===== src/rtl/rxfw_pkg.sv =====
package rxfw_pkg;
  localparam int BYTE_W = 8;
  localparam int LANES  = 2;
  localparam int WORD_W = BYTE_W * LANES;

  // saturating increment toward a ceiling
  function automatic logic [31:0] sat_step(input logic [31:0] v, input logic [31:0] ceil);
    return (v >= ceil) ? ceil : v + 32'd1;
  endfunction

  // place two bytes in a FIFO word, earlier byte in the low half
  function automatic logic [WORD_W-1:0] join_bytes(input logic [BYTE_W-1:0] later,
                                                   input logic [BYTE_W-1:0] earlier);
    return {later, earlier};
  endfunction
endpackage


===== src/rtl/rxfw_sync.sv =====
module rxfw_sync #(
  parameter int STAGES = 2
) (
  input  logic clk,
  input  logic rst,
  input  logic d,
  output logic q
);
  logic [STAGES-1:0] chain;

  always_ff @(posedge clk) begin
    if (rst) chain <= '0;
    else     chain <= {chain[STAGES-2:0], d};
  end

  assign q = chain[STAGES-1];
endmodule


===== src/rtl/rxfw_packer.sv =====
module rxfw_packer
  import rxfw_pkg::*;
(
  input  logic              clk,
  input  logic              rst,
  input  logic              in_valid,
  input  logic [BYTE_W-1:0] in_byte,
  input  logic              end_c,
  input  logic              drop_now,
  input  logic              fifo_full,
  output logic              wr_en,
  output logic [WORD_W-1:0] wr_data,
  output logic [LANES-1:0]  wr_bvalid,
  output logic              attempt,
  output logic              odd_pend
);
  logic [BYTE_W-1:0] lo_q;
  logic              half_q;
  logic              pair_ev;
  logic              tail_ev;

  assign pair_ev  = in_valid & half_q & ~drop_now;
  assign tail_ev  = end_c & half_q & ~drop_now;
  assign attempt  = pair_ev | tail_ev;
  assign odd_pend = end_c & half_q;
  assign wr_en    = attempt & ~fifo_full;
  assign wr_data  = tail_ev ? join_bytes('0, lo_q) : join_bytes(in_byte, lo_q);
  assign wr_bvalid = tail_ev ? 2'b01 : (pair_ev ? 2'b11 : 2'b00);

  always_ff @(posedge clk) begin
    if (rst) begin
      lo_q   <= '0;
      half_q <= 1'b0;
    end else if (in_valid && !drop_now) begin
      if (!half_q) begin
        lo_q   <= in_byte;
        half_q <= 1'b1;
      end else begin
        half_q <= 1'b0;
      end
    end else if (end_c) begin
      half_q <= 1'b0;
    end
  end

  assert_pair_order_R4: assert property (@(posedge clk) disable iff (rst)
    (wr_en && wr_bvalid == 2'b11) |-> (wr_data[7:0] == $past(in_byte)));

  assert_tail_shape_R5: assert property (@(posedge clk) disable iff (rst)
    (wr_en && wr_bvalid == 2'b01) |-> ($past(in_valid) && !in_valid && wr_data[15:8] == 8'h00));
endmodule


===== src/rtl/rxfw_status.sv =====
module rxfw_status
  import rxfw_pkg::*;
#(
  parameter int CNT_W = 16
) (
  input  logic             clk,
  input  logic             rst,
  input  logic             start,
  input  logic             end_c,
  input  logic             drop_now,
  input  logic             skip_s,
  input  logic             in_valid,
  input  logic             in_err,
  input  logic             attempt,
  input  logic             fifo_full,
  input  logic             odd_pend,
  output logic             eof,
  output logic             frame_err,
  output logic             fifo_err,
  output logic [CNT_W-1:0] drop_count
);
  localparam logic [CNT_W-1:0] CNT_MAX = '1;

  logic err_acc;
  logic full_acc;
  logic err_base;
  logic full_base;
  logic keep_end;

  assign err_base  = start ? 1'b0 : err_acc;
  assign full_base = start ? 1'b0 : full_acc;
  assign keep_end  = end_c & ~drop_now;

  always_ff @(posedge clk) begin
    if (rst) begin
      err_acc    <= 1'b0;
      full_acc   <= 1'b0;
      eof        <= 1'b0;
      frame_err  <= 1'b0;
      fifo_err   <= 1'b0;
      drop_count <= '0;
    end else begin
      err_acc   <= err_base | (in_valid & in_err);
      full_acc  <= full_base | (attempt & fifo_full);
      eof       <= keep_end;
      frame_err <= keep_end & (err_acc | odd_pend);
      fifo_err  <= keep_end & (full_acc | (attempt & fifo_full));
      if (start && skip_s)
        drop_count <= CNT_W'(sat_step(32'(drop_count), 32'(CNT_MAX)));
    end
  end

  assert_eof_single_R6: assert property (@(posedge clk) disable iff (rst)
    eof |=> !eof);

  assert_ferr_qual_R7: assert property (@(posedge clk) disable iff (rst)
    frame_err |-> eof);

  assert_fifoerr_qual_R8: assert property (@(posedge clk) disable iff (rst)
    fifo_err |-> eof);

  assert_cnt_hold_R9: assert property (@(posedge clk) disable iff (rst)
    (drop_count == CNT_MAX) |=> (drop_count == CNT_MAX));
endmodule


===== src/rtl/rxfw_writer.sv =====
module rxfw_writer
  import rxfw_pkg::*;
#(
  parameter int CNT_W       = 16,
  parameter int SYNC_STAGES = 2
) (
  input  logic              clk,
  input  logic              rst,
  input  logic              in_valid,
  input  logic [BYTE_W-1:0] in_byte,
  input  logic              in_err,
  input  logic              skip_async,
  input  logic              fifo_full,
  output logic              wr_en,
  output logic [WORD_W-1:0] wr_data,
  output logic [LANES-1:0]  wr_bvalid,
  output logic              eof,
  output logic              frame_err,
  output logic              fifo_err,
  output logic [CNT_W-1:0]  drop_count
);
  logic skip_s;
  logic prev_q;
  logic drop_q;
  logic start;
  logic end_c;
  logic drop_now;
  logic attempt;
  logic odd_pend;

  rxfw_sync #(.STAGES(SYNC_STAGES)) u_sync (
    .clk(clk), .rst(rst), .d(skip_async), .q(skip_s)
  );

  // frame boundaries from the valid edges; skip decision frozen at start
  assign start    = in_valid & ~prev_q;
  assign end_c    = prev_q & ~in_valid;
  assign drop_now = start ? skip_s : drop_q;

  always_ff @(posedge clk) begin
    if (rst) begin
      prev_q <= 1'b0;
      drop_q <= 1'b0;
    end else begin
      prev_q <= in_valid;
      if (start) drop_q <= skip_s;
    end
  end

  rxfw_packer u_pack (
    .clk(clk), .rst(rst), .in_valid(in_valid), .in_byte(in_byte),
    .end_c(end_c), .drop_now(drop_now), .fifo_full(fifo_full),
    .wr_en(wr_en), .wr_data(wr_data), .wr_bvalid(wr_bvalid),
    .attempt(attempt), .odd_pend(odd_pend)
  );

  rxfw_status #(.CNT_W(CNT_W)) u_stat (
    .clk(clk), .rst(rst), .start(start), .end_c(end_c), .drop_now(drop_now),
    .skip_s(skip_s), .in_valid(in_valid), .in_err(in_err), .attempt(attempt),
    .fifo_full(fifo_full), .odd_pend(odd_pend), .eof(eof),
    .frame_err(frame_err), .fifo_err(fifo_err), .drop_count(drop_count)
  );

  assert_drop_silent_R2: assert property (@(posedge clk) disable iff (rst)
    (drop_q && prev_q && in_valid) |-> !wr_en);

  assert_sync_delay_R1: assert property (@(posedge clk) disable iff (rst)
    (start && skip_s) |-> $past(skip_async));
endmodule


===== config.mk =====
export PLATFORM = sky130hd
export DESIGN_NAME = rxfw_writer
export DESIGN_NICKNAME = d
export VERILOG_FILES = /design/src/rtl/rxfw_pkg.sv /design/src/rtl/rxfw_sync.sv /design/src/rtl/rxfw_packer.sv /design/src/rtl/rxfw_status.sv /design/src/rtl/rxfw_writer.sv
export SDC_FILE = /design/constraint.sdc
export NUM_CORES = 1
export LEC_CHECK = 0
export ABC_AREA = 1
export BUFFER_PORTS_ARGS = -buffer_cell sky130_fd_sc_hd__buf_4
export CAP_MARGIN = 20
export CORE_MARGIN = 3
export CORE_UTILIZATION = 50
export DETAILED_ROUTE_END_ITERATION = 16
export PLACE_DENSITY_LB_ADDON = 0.08
export SETUP_SLACK_MARGIN = 0.2
export SLEW_MARGIN = 20
export SYNTH_ARGS = -nofsm -noshare
export SYNTH_HDL_FRONTEND = slang
export SYNTH_SLANG_ARGS = --single-unit

===== constraint.sdc =====
create_clock -name clk -period 1.7 [get_ports clk]
set_input_delay 0.17 -clock clk [delete_from_list [all_inputs] [get_ports clk]]
set_output_delay 0.17 -clock clk [all_outputs]
set_load 0.005 [all_outputs]

### After elaboration in Yosys (flattened, before gate mapping)

Cells that the tools add are included.

| storage, ports and cells | value |
|---|---|
| register bits | 34 |
| output and inout port bits | 38 |
| word-level logic and storage cells | 50 |

| operators by class | value |
|---|---|
| add/subtract/negate cells | 1 |
| order comparisons | 1 |
| multiplexer cells | 10 |
| bitwise gates (word level) | 22 |
| reduce and logical (&&, ||, !) cells | 5 |

Operators by type and width:

| kind | number |
|---|---|
| $mux 16 | 2 |
| $add 16x1->16 const B | 1 |
| $ge 16x16->1 const B | 1 |
| $and 1x1->1 | 12 |
| $mux 1 | 6 |
| $not 1->1 | 5 |
| $or 1x1->1 | 5 |
| $mux 2 | 2 |
| $logic_and 1x1->1 | 2 |
| $reduce_and 2->1 | 1 |
| $reduce_bool 2->1 | 1 |
| $logic_not 1->1 | 1 |

### Longest topological paths before layout

Gate-level depths: netlist of run 1.

| depth | value |
|---|---|
| depth after elaboration | 9 |
| mapped depth | 9 |
| depth with buffers taken out | 9 |

### Cells and area by module

A second synthesis of run 1 with hierarchy kept.

| second synthesis, totals | value |
|---|---|
| cells, all modules | 273 |
| area, all modules | 1773.0 um^2 |

Modules (own cells, without submodules):

| module | instances | cells each | area an instance (um^2) | sequential area each (um^2) |
|---|---|---|---|---|
| rxfw_status | 1 | 169 | 1107.3 | 420.4 |
| rxfw_packer | 1 | 83 | 515.5 | 180.2 |
| rxfw_writer | 1 | 15 | 95.1 | 40.0 |
| rxfw_sync | 1 | 6 | 55.1 | 40.0 |

### Worst setup path before layout of run 1

No wires, ideal clock.

| timing | value |
|---|---|
| kind | register -> register |
| start point | reg u_stat.drop_count[0] |
| end point | reg u_stat.drop_count[11] |
| data arrival time | 1.319 ns |
| required time | 1.643 ns |
| setup slack | 0.325 ns |
| cell stages (with the launch flop) | 9 |
| path buffers | 1 |
| period minus slack after synthesis | 1.375 ns |
| cells stage by stage | dfxtp_1 -> ha_1 -> nand3_1 -> nor2_4 -> nand4_2 -> buf_2 -> nand3_1 -> nand2_1 -> inv_1 |

| on the way | value |
|---|---|
| word-level cells in the longest chain between the ends | 2 |
| elaborated cells between the ends (all ways) | 3 |
| those cells by class | add/sub (1); order compare (1); mux (1) |

Ends and longest elaborated chain:

| element | line | RTL |
|---|---|---|
| start: declaration | rxfw_status.sv:20 | `output logic [CNT_W-1:0] drop_count` |
| start signal: assignment | rxfw_status.sv:49 | `drop_count <= CNT_W'(sat_step(32'(drop_count), 32'(CNT_MAX)));` |
| $add 16x1->16 or $ge 16x16->1 (tied branches) | rxfw_pkg.sv:8 | `return (v >= ceil) ? ceil : v + 32'd1;` |
| $mux 16 * | rxfw_pkg.sv:8 |  |

Every way passes the cells marked *; elsewhere a longest branch is shown, timed or not.
A chain may end at the register's enable or synchronous reset.

### Worst setup path in the final report of run 1

| timing | value |
|---|---|
| start point | reg prev_q |
| end point | out wr_en |

| on the way | value |
|---|---|
| word-level cells in the longest chain between the ends | 7 |
| elaborated cells between the ends (all ways) | 10 |
| those cells by class | mux (1); bitwise (9) |

Ends and longest elaborated chain:

| element | line | RTL |
|---|---|---|
| start: declaration | rxfw_writer.sv:23 | `logic prev_q;` |
| start signal: assignment | rxfw_writer.sv:45 | `prev_q <= in_valid;` |
| $not 1->1 | rxfw_writer.sv:36 | `assign start = in_valid & ~prev_q;` |
| $and 1x1->1 | rxfw_writer.sv:36 |  |
| $mux 1 | - |  |
| $not 1->1 | rxfw_packer.sv:22, rxfw_packer.sv:23 |  |
| $and 1x1->1 (on tied branches) | rxfw_packer.sv:22, rxfw_packer.sv:23 |  |
| $or 1x1->1 * | rxfw_packer.sv:24 | `assign attempt = pair_ev \| tail_ev;` |
| $and 1x1->1 * | rxfw_packer.sv:26 | `assign wr_en = attempt & ~fifo_full;` |
| end: declaration | rxfw_writer.sv:14 | `output logic wr_en,` |

Marks and branches as above.

==> flow_summary.json, run 1 <==
{
  "grt_pass1_vias": 1480,
  "cts_root_buffer": "clkbuf_4",
  "clock_latency_ns": 0.35,
  "cts_buffers": 5,
  "endpoint_kind": "primary output",
  "grt_pass1_wl_um": 6527,
  "syn_area_um2": 1627,
  "critPathLaunchType": "flop",
  "synth_area_per_cell_um2": 6.951,
  "cp_slowest_cell": "dfxtp_4",
  "fin_util_pct": 78.86,
  "area_growth_syn_to_layout_pct": 49.23,
  "dieArea_um2": 3973,
  "ys_async_sr_fraction_pct": 0,
  "finalHoldViolCount": 0,
  "grt_antenna_before_repair": 0,
  "ys_ff_latch": 34,
  "path_clk_slew_ns": 0.11,
  "reg2regPathDepth": 9,
  "cpMostUsedCell": "nand2_4",
  "drc": 0,
  "dr.pass1.iters": 4,
  "setup.worst_path.class": "reg -> out",
  "largest_reg_flops": 16,
  "setup_tns_ns": 0,
  "synth_nets": 249,
  "num-fill-cells": 232,
  "net-switching-power_w": 0.0004164,
  "setup_ws_ns": 0.1322,
  "ioPinCount": 52,
  "regArea_um2": 691.9,
  "seq_area_frac_synth_pct": 41.85,
  "fin_worst_skew_ns": 0.008964,
  "syn_inst": 234,
  "initial_utilization_pct": 52.85,
  "row_count": 20,
  "ir_drop_mv": 0.4858,
  "synth.most_common_cell": "nand2_1",
  "tightest_slew_ns": 0.4758,
  "reg.largest.list": "u_stat.drop_count: 16 flops, u_pack.lo_q: 8 flops, u_sync.chain: 2 flops",
  "grt_overflow_total": 0,
  "die-width_um": 63.04,
  "ys_types": 28,
  "slowest_delay_ns": 0.38,
  "yosysWarnings": 0,
  "fin_crit_sh_pct": 92.22,
  "max_freq_ghz": 0.6379,
  "required_ns": 1.53,
  "drive_above_1_share_pct": 38.36,
  "pre_cts_ws_ns": 0.08727,
  "crit_chain": "inv_4 -> nand2_4 -> nand2_4 -> nand2_4 -> inv_8 -> nand3_4 -> a21oi_2 -> buf_4",
  "synth_top_area_share_pct": 41.85,
  "worstPathArrival_ns": 1.40,
  "critPathMaxFanout": 5,
  "synthTopCellsByArea": "dfxtp_1 (42%), nand2_1 (11%), inv_1 (11%)",
  "final-setup-viol-count": 0,
  "synthTopCellsByCount": "nand2_1 (47), inv_1 (46), dfxtp_1 (34)",
  "post-route-min-period_ns": 1.568,
  "cts_tree": "yes",
  "total_power_w": 0.001547,
  "critPathBufInv": 3,
  "routedWlPerCell_um": 12.75,
  "hold_path_depth": 2,
  "power_frac_seq_pct": 54.3,
  "max-slew-margin-rel_pct": 68.25,
  "multi_input_area_um2": 912.1,
  "cp.depth": 8,
  "min_path_type": "in -> reg",
  "ant_nets": 0,
  "grt_max_degree": 18,
  "via_count": 1740,
  "drv_slew": 0,
  "viasPerCell": 4.986,
  "cts.sinks": 34,
  "drt_iter0_drc": 80,
  "power_leakage_nw": 1.152,
  "final_net_count": 319,
  "routabilityCongestion": 0.8899,
  "outcome": "finished clean",
  "hpwl_um": 2720,
  "synth_top_cell_by_area": "dfxtp_1",
  "crit_family": "flip-flops",
  "portBuffers": 51,
  "clk_path_buf_depth": 2,
  "p_comb_share_pct": 13.9,
  "core_area_um2": 3078,
  "h-tree-depth": 2,
  "rsz0062_at_grt": "true",
  "synth_flop_cell": "dfxtp_1",
  "maxCapViolCount": 0,
  "cellPowerDensity_nw_per_um2": 637.2,
  "n_antenna_cell": 0,
  "switching_share_pct": 26.92,
  "die_h_um": 63.04,
  "regMostFlops": "u_stat.drop_count",
  "synth_enable_flop_cells": 0,
  "routed_wl_um": 4449,
  "internal-power_w": 0.001130,
  "pwr-share-clk_pct": 31.8,
  "grt_usage_pct": 20.81
}
## worst reg2reg max path, delay by kind of cell (launching register included)
family	cells	cell delay, ns
and+or+nand+nor	4	0.42
DFF	1	0.38
AOI/OAI and AO/OA	2	0.34
buffers and inverters	3	0.27
## power by group through the flow
stage | combinational, W | sequential [W] | clock [W]
floorplan | 0.0000782 | 0.000858 | 0
global placement | 0.000165 | 0.000856 | 0
detailed placement | 0.000167 | 0.000857 | 0
CTS | 0.000188 | 0.000841 | 0.000496
global route | 0.000236 | 0.000843 | 0.000538
finish | 0.000215 | 0.000840 | 0.000492
## area by class of cell
| class | count | area share [%] |
|---|---|---|
| clock buffers | 6 | 2.113 |
| clock inverters | 2 | 0.5155 |
| inverters | 47 | 7.680 |
| multi-input cells | 150 | 37.58 |
| flip-flops and latches | 34 | 28.51 |
| well taps | 44 | 2.268 |
| repair buffers | 66 | 21.34 |
## layer usage
layer  share of wire [%]  up-vias  global-route usage, %
met5                   0        -                      0
li1                    -      879                      -
met1                  44      803                  26.05
met4                 1.8        0                  11.02
met2                  48       51                  32.54
met3                 6.3        7                  5.396
## logic make-up (layout without fill, tap and decap cells)
group                    Yosys count  in the layout  share of synthesized area (%)
flip-flops                        34             34                          41.85
AO/OA/AOI/OAI                     37             37                          12.23
AND/OR/NAND/NOR                  104            106                          29.38
adder cells (fa/ha/maj)            1              1                         0.7691
buffers and inverters             52            121                          12.54
XOR/XNOR                           6              6                          3.231
## layout by cell type (no fill, tap or decap), types with 5 or more instances in the layout
master,count
buf_6,6
nand2_2,5
nand3_1,18
clkbuf_4,5
nor2_4,5
nand2_4,7
nand2_1,37
a21oi_1,18
dfxtp_1,29
nor2_1,17
o21ai_0,9
buf_4,60
inv_1,41
## per-stage QoR
step                instances  area [um^2]  hold slack, ns
floorplan                 234         1627          0.2770
global placement          328         2067          0.3859
detailed placement        328         2067          0.3820
CTS                       344         2268         0.02794
global route              349         2427         0.02956
finish                    349         2427         0.02109
## worst paths after layout
check,end,from,slack [ns]
min,u_stat.err_acc$_SDFF_PP0_,in_err,0.02
min reg2reg,u_sync.chain[1]$_SDFF_PP0_,u_sync.chain[0]$_SDFF_PP0_,0.42
max reg2reg,u_pack.lo_q[3]$_SDFFE_PP0P_,prev_q$_SDFF_PP0_,0.17
max,wr_en,prev_q$_SDFF_PP0_,0.13
## what timing repair did
action / CTS / global route
setup endpoints to repair: 24 / 34
gates cloned: 2 / 0
hold buffers: 0 / 0
gates resized for setup: 17 / 44
buffers inserted: 6 / 5
pin swaps: 4 / 10
No activity file was read; power rests on OpenSTA's default activity.
==> run 2: changes to the inputs <==
- GPL_TIMING_DRIVEN: default -> 0
- SETUP_SLACK_MARGIN: 0.2 -> 0.1
==> run 2 against run 1 <==
  * Final cell count shrank 2.3%
  * Count of clock-buffer cells in the layout increased by 1
  * Design area down 6.1%
  * Core utilization is 4.8 points lower
  * Maximum frequency shrank 0.83%
  * Clock skew grew 0.0027 ns
  * Routed wire length is 11% lower
  * Setup slack worse by 0.013 ns
  * Register-to-register slack better by 0.04 ns
  * Global-route usage down 0.81 points
  * Sequential share of layout area increased by 1.6 points
  * Highest routed layer unchanged
==> flow_summary.json, run 2 (synthesized netlist as in run 1, its figures left out) <==
{
  "outcome": "finished clean",
  "cts_hold_buf": 0,
  "via_count": 1646,
  "fin_cells": 341,
  "wl_met3_um": 210,
  "cts.sinks": 34,
  "cpMostUsedCell": "nand2_4",
  "power_leakage_nw": 1.079,
  "ant_nets": 0,
  "cts_tree": "yes",
  "n_antenna_cell": 0,
  "routabilityCongestion": 0.8419,
  "tightest_slew_ns": 0.4610,
  "hpwl_um": 2731,
  "rsz0062_at_grt": "true",
  "fin_worst_skew_ns": 0.01163,
  "required_ns": 1.53,
  "drive_above_1_share_pct": 30.98,
  "die-width_um": 63.04,
  "routed_wl_um": 3977,
  "setup.worst_path.class": "reg -> out",
  "cts_root_buffer": "clkbuf_4",
  "grt_pass1_vias": 1434,
  "dieArea_um2": 3973,
  "routedWlPerCell_um": 11.66,
  "setup_tns_ns": 0,
  "grt_antenna_before_repair": 0,
  "met2_length_um": 1889,
  "clock_latency_ns": 0.33,
  "path_clk_slew_ns": 0.11,
  "cp_slowest_cell": "dfxtp_2",
  "largest_reg_flops": 16,
  "layout_commonest_cell": "buf_4",
  "row_count": 20,
  "endpoint_kind": "primary output",
  "ir_drop_mv": 0.4746,
  "clk_path_buf_depth": 2,
  "final_cell_mix": "buf_4 (56), inv_1 (45), nand2_1 (40)",
  "h-tree-depth": 2,
  "grt_usage_pct": 20.01,
  "finalHoldViolCount": 0,
  "grt_max_degree": 11,
  "maxCapViolCount": 0,
  "dp.cells": 328,
  "cellPowerDensity_nw_per_um2": 711.7,
  "final_net_count": 311,
  "final-setup-viol-count": 0,
  "highest_layer": "met4",
  "drt_iter0_drc": 76,
  "cts_buffers": 5,
  "min_path_type": "in -> reg",
  "core_area_um2": 3078,
  "viasPerCell": 4.827,
  "drv_slew": 0,
  "max-slew-margin-rel_pct": 69.27,
  "initial_utilization_pct": 52.85,
  "fin_crit_sh_pct": 92.99,
  "fin_util_pct": 74.02,
  "worstPathArrival_ns": 1.41,
  "ioPinCount": 52,
  "holdWs_ns": 0.03668,
  "die_h_um": 63.04,
  "max_freq_ghz": 0.6326,
  "dr.pass1.iters": 4,
  "critPathLaunchType": "flop",
  "area_growth_syn_to_layout_pct": 40.08,
  "crit_chain": "inv_2 -> nand2_4 -> nand2_4 -> nand2_4 -> inv_8 -> nand3_4 -> a21oi_2 -> buf_4",
  "critPathMaxFanout": 4,
  "wl_met1_um": 1827,
  "grt_pass1_wl_um": 6451,
  "regMostFlops": "u_stat.drop_count",
  "grt_overflow_total": 0,
  "post-route-min-period_ns": 1.581,
  "slowest_delay_ns": 0.35,
  "drc": 0,
  "portBuffers": 50,
  "reg.largest.list": "u_stat.drop_count: 16 flops, u_pack.lo_q: 8 flops, u_sync.chain: 2 flops"
}
==> run 2: cell count changes in the layout (fill, tap and decap cells not counted), moves of 3 or more <==
cell	change
buf_4	-4
nand2_1	+3
nor2_1	+3
clkbuf_1	+4
inv_2	-3
buf_6	-5
inv_1	+4
nand2_4	-4
==> run 2: worst paths after layout <==
check / startpoint / end / slack, ns / depth (start not counted)
worst max-delay path: prev_q$_SDFF_PP0_ / wr_en / 0.12 / 8
worst min-delay path: skip_async / u_sync.chain[0]$_SDFF_PP0_ / 0.04 / 3
worst max register to register: u_stat.drop_count[0]$_SDFFE_PP0P_ / u_stat.drop_count[10]$_SDFFE_PP0P_ / 0.21 / 8
worst min register to register: u_sync.chain[0]$_SDFF_PP0_ / u_sync.chain[1]$_SDFF_PP0_ / 0.41 / 2
==> run 2: critical path: cells and delay by family, from the launching register on <==
family / cells / cell delay [ns]
simple gates: 4 / 0.29
flops: 1 / 0.35
compound gates: 1 / 0.14
buf+inv: 3 / 0.29
==> run 2: per-layer routing <==
metal | global-route usage (%) | vias to the layer above
met4 | 7.163 | 0
met5 | 0 | -
met3 | 4.856 | 5
met1 | 26.99 | 741
li1 | - | 858
met2 | 30.83 | 42
==> run 2: area by class of cell <==
type	count	area, um^2
multi-input cells	148	835.8
fillers	262	799.5
flip-flops and latches	34	685.7
repair buffers	55	412.9
inverters	47	183.9
well taps	44	55.05
clock buffers	7	45.04
clock inverters	1	30.03
plain buffers	5	30.03
==> run 2: metrics by stage <==
stage	total power, W	worst slack, ns	area [um^2]
6_report	0.001622	0.1191	2278
5_1_grt	0.001703	0.03015	2278
4_1_cts	0.001609	0.1030	2185
3_5_place_dp	0.001031	0.1290	2057
3_3_place_gp	0.001028	0.1270	2057
2_1_floorplan	0.0009359	0.3248	1627
==> run 2: what timing repair did <==
item | in CTS | in global routing
gates resized for setup | 8 | 25
buffers inserted | 3 | 2
pin swaps | 0 | 2
gates cloned | 0 | 0
endpoints found under the setup margin | 11 | 24
hold endpoints to repair | 0 | 0
==> run 2: power breakdown <==
group	internal [W]	switching (W)	leakage, nW	total (W)
Clock	0.000312	0.000272	0.0395	0.000584
Combinational	0.000100	0.0000967	0.760	0.000197
Sequential	0.000825	0.0000163	0.279	0.000841
==> run 3: changes to the inputs <==
- ABC_AREA: 1 -> 0
- CORE_UTILIZATION: 50 -> 49
- REMOVE_ABC_BUFFERS: default -> 1
==> run 3 against run 2 <==
  * The run now ends with negative setup slack left
  * Via count down 13%
  * Sequential power down 0.6%
  * Hold slack better by 0.0058 ns
  * Register-to-register slack worse by 0.14 ns
  * Critical path type unchanged
  * Largest cell class unchanged
  * Largest power group unchanged
==> flow_summary.json, run 3 <==
{
  "r2r-start": "prev_q$_SDFF_PP0_",
  "die_h_um": 62.72,
  "ys_types": 40,
  "syn_inst": 161,
  "clk_path_buf_depth": 2,
  "fin_cells": 268,
  "setup_ws_ns": -0.003727,
  "final_net_count": 240,
  "cts_tree": "yes",
  "dr.pass1.iters": 4,
  "initial_utilization_pct": 54.36,
  "cellPowerDensity_nw_per_um2": 661.6,
  "rsz0062_at_grt": "true",
  "h-tree-depth": 2,
  "fin_worst_skew_ns": 0.006385,
  "power_leakage_nw": 0.9598,
  "ys_ff_latch": 34,
  "cts_root_buffer": "clkbuf_4",
  "core_area_um2": 2900,
  "yosysWarnings": 0,
  "seq_area_frac_synth_pct": 43.17,
  "grt_max_degree": 33,
  "reg2regPathDepth": 6,
  "cp_slowest_cell": "dfxtp_4",
  "synth_flop_cell": "dfxtp_1",
  "grt_overflow_total": 0,
  "final_cell_mix": "buf_4 (61), dfxtp_1 (27), nor2_1 (15)",
  "synth_area_per_cell_um2": 9.792,
  "finalHoldViolCount": 0,
  "outcome": "finished, violations left",
  "ir_drop_mv": 0.5790,
  "synth.most_common_cell": "dfxtp_1",
  "synthTopCellsByCount": "dfxtp_1 (34), nor2_1 (16), nor2b_1 (13)",
  "drc": 0,
  "dp.cells": 247,
  "slowest_delay_ns": 0.38,
  "drive_above_1_share_pct": 49.12,
  "critPathMaxFanout": 4,
  "layout_commonest_cell": "buf_4",
  "grt_usage_pct": 19.88,
  "max-slew-margin-rel_pct": 71.34,
  "post-route-min-period_ns": 1.704,
  "grt_antenna_before_repair": 0,
  "area_growth_syn_to_layout_pct": 44.13,
  "hold_path_depth": 2,
  "critPathBufInv": 1,
  "crit_family": "simple AND/OR/NAND/NOR gates",
  "drt_iter0_drc": 109,
  "crit_chain": "mux2i_2 -> and3_4 -> or2_4 -> nor2b_4 -> buf_4",
  "max_freq_ghz": 0.5869,
  "via_count": 1426,
  "maxCapViolCount": 0,
  "routedWlPerCell_um": 14.66,
  "cts_buffers": 5,
  "reg2reg_slack_ns": 0.07,
  "postLayoutCellArea_um2": 2272,
  "synth_top_area_share_pct": 43.17,
  "pre_cts_ws_ns": -0.07558,
  "critPathLaunchType": "flop",
  "drv_slew": 0,
  "cts.sinks": 34,
  "reg.largest.list": "u_stat.drop_count: 16 flops, u_pack.lo_q: 8 flops, u_sync.chain: 2 flops",
  "hold_end": "u_sync.chain[0]$_SDFF_PP0_",
  "synth_enable_flop_cells": 0,
  "required_ns": 1.53,
  "path_clk_slew_ns": 0.10,
  "routabilityCongestion": 0.7475,
  "routed_wl_um": 3930,
  "hpwl_um": 2470,
  "endpoint_kind": "primary output",
  "synth_top_cell_by_area": "dfxtp_1",
  "largest_reg_flops": 16,
  "dieArea_um2": 3934,
  "grt_pass1_vias": 1381,
  "regMostFlops": "u_stat.drop_count",
  "r2r-end": "u_stat.drop_count[14]$_SDFFE_PP0P_",
  "n_antenna_cell": 0,
  "violations": "negative setup slack",
  "fin_crit_sh_pct": 100.2,
  "critPathLaunch": "prev_q$_SDFF_PP0_",
  "viasPerCell": 5.321,
  "ioPinCount": 52,
  "hold_start": "skip_async",
  "setup.worst_path.class": "reg -> out",
  "ant_nets": 0,
  "row_count": 19,
  "clock_latency_ns": 0.35,
  "synthTopCellsByArea": "dfxtp_1 (43%), mux2i_1 (6.3%), a21oi_2 (5.6%)",
  "min_path_type": "in -> reg",
  "die-width_um": 62.72,
  "place_area_um2": 1976,
  "portBuffers": 51,
  "grt_pass1_wl_um": 6244,
  "tightest_slew_ns": 0.4299,
  "final-setup-viol-count": 1,
  "syn_area_um2": 1577,
  "ys_async_sr_fraction_pct": 0,
  "worstPathArrival_ns": 1.53
}
[run 3: cell types whose count changed after synthesis, moves of 10 or more]
cell | before | now
inv_1 | 46 | 2
o21ai_0 | 12 | 2
nand3_1 | 20 | 3
nand2_1 | 47 | 6
a21oi_2 | 0 | 10
mux2i_1 | 0 | 10
a21oi_1 | 20 | 5
nor2b_1 | 0 | 13
[run 3: worst max-delay path by stage]
stage | to | slack [ns] | cells after the start
2_1_floorplan | u_stat.drop_count[13]$_SDFFE_PP0P_ | 0.13 | 5
3_3_place_gp | u_stat.drop_count[13]$_SDFFE_PP0P_ | -0.04 | 5
3_5_place_dp | u_stat.drop_count[13]$_SDFFE_PP0P_ | -0.08 | 5
4_1_cts | wr_en | -0.009 | 5
5_1_grt | wr_en | -0.07 | 5
6_report | wr_en | -0.004 | 5
[run 3: cell families after synthesis]
| kind of cell | Yosys count | share of synthesized area, % |
|---|---|---|
| buffers and inverters | 9 | 2.778 |
| AOI/OAI and AO/OA | 25 | 11.67 |
| DFF | 34 | 43.17 |
| muxes | 10 | 6.349 |
| and+or+nand+nor | 71 | 29.13 |
| adders and majority gates | 1 | 0.7935 |
| xor gates and xnor gates | 11 | 6.112 |
[run 3: repair_timing]
action,in CTS,in global routing
buffers inserted,7,5
cloned,0,1
resized for setup,17,17
pin swaps,4,8
hold buffers,0,0
setup endpoints to repair,34,26
[run 3: through the flow]
| stage | TNS [ns] | power [W] | hold slack, ns | utilization [%] |
|---|---|---|---|---|
| after CTS | -0.008985 | 0.001505 | 0.03172 | 74.07 |
| after global routing | -0.1887 | 0.001577 | 0.03915 | 78.34 |
| after global placement | -0.1500 | 0.001012 | 0.3917 | 68.12 |
| after floorplan | 0 | 0.0009194 | 0.2324 | - |
| final | -0.003727 | 0.001503 | 0.04248 | 78.34 |
| after detailed placement | -0.8160 | 0.001018 | 0.3943 | 68.12 |
[run 3: area by class of cell]
cell class              instances  area [um^2]
flip-flops and latches         34        699.4
repair buffers                 63        480.5
fillers                       202        628.1
well taps                      42        52.55
inverters                       2        7.507
multi-input cells             119        972.2
clock buffers                   7        55.05
clock inverters                 1        5.005
[run 3: per-layer routing]
| metal | up-vias | global-route usage [%] | share of wire (%) |
|---|---|---|---|
| li1 | 700 | - | - |
| met4 | 0 | 7.989 | 1.9 |
| met2 | 36 | 33.02 | 47 |
| met3 | 8 | 6.835 | 4.9 |
| met1 | 682 | 23.36 | 46 |
| met5 | - | 0 | 0 |
[run 3: where the power goes]
group / internal, W / leakage, nW / switching, W
clock network: 0.000200 / 0.0353 / 0.000277
registers: 0.000816 / 0.281 / 0.0000202
logic: 0.000111 / 0.644 / 0.0000791
total: 0.00113 / 0.960 / 0.000376
[run 3: worst reg2reg max path: cells and delay by family (launching register included)]
kind | cells | cell delay [ns]
buf+inv | 2 | 0.34
flops | 1 | 0.38
simple gates | 4 | 0.79
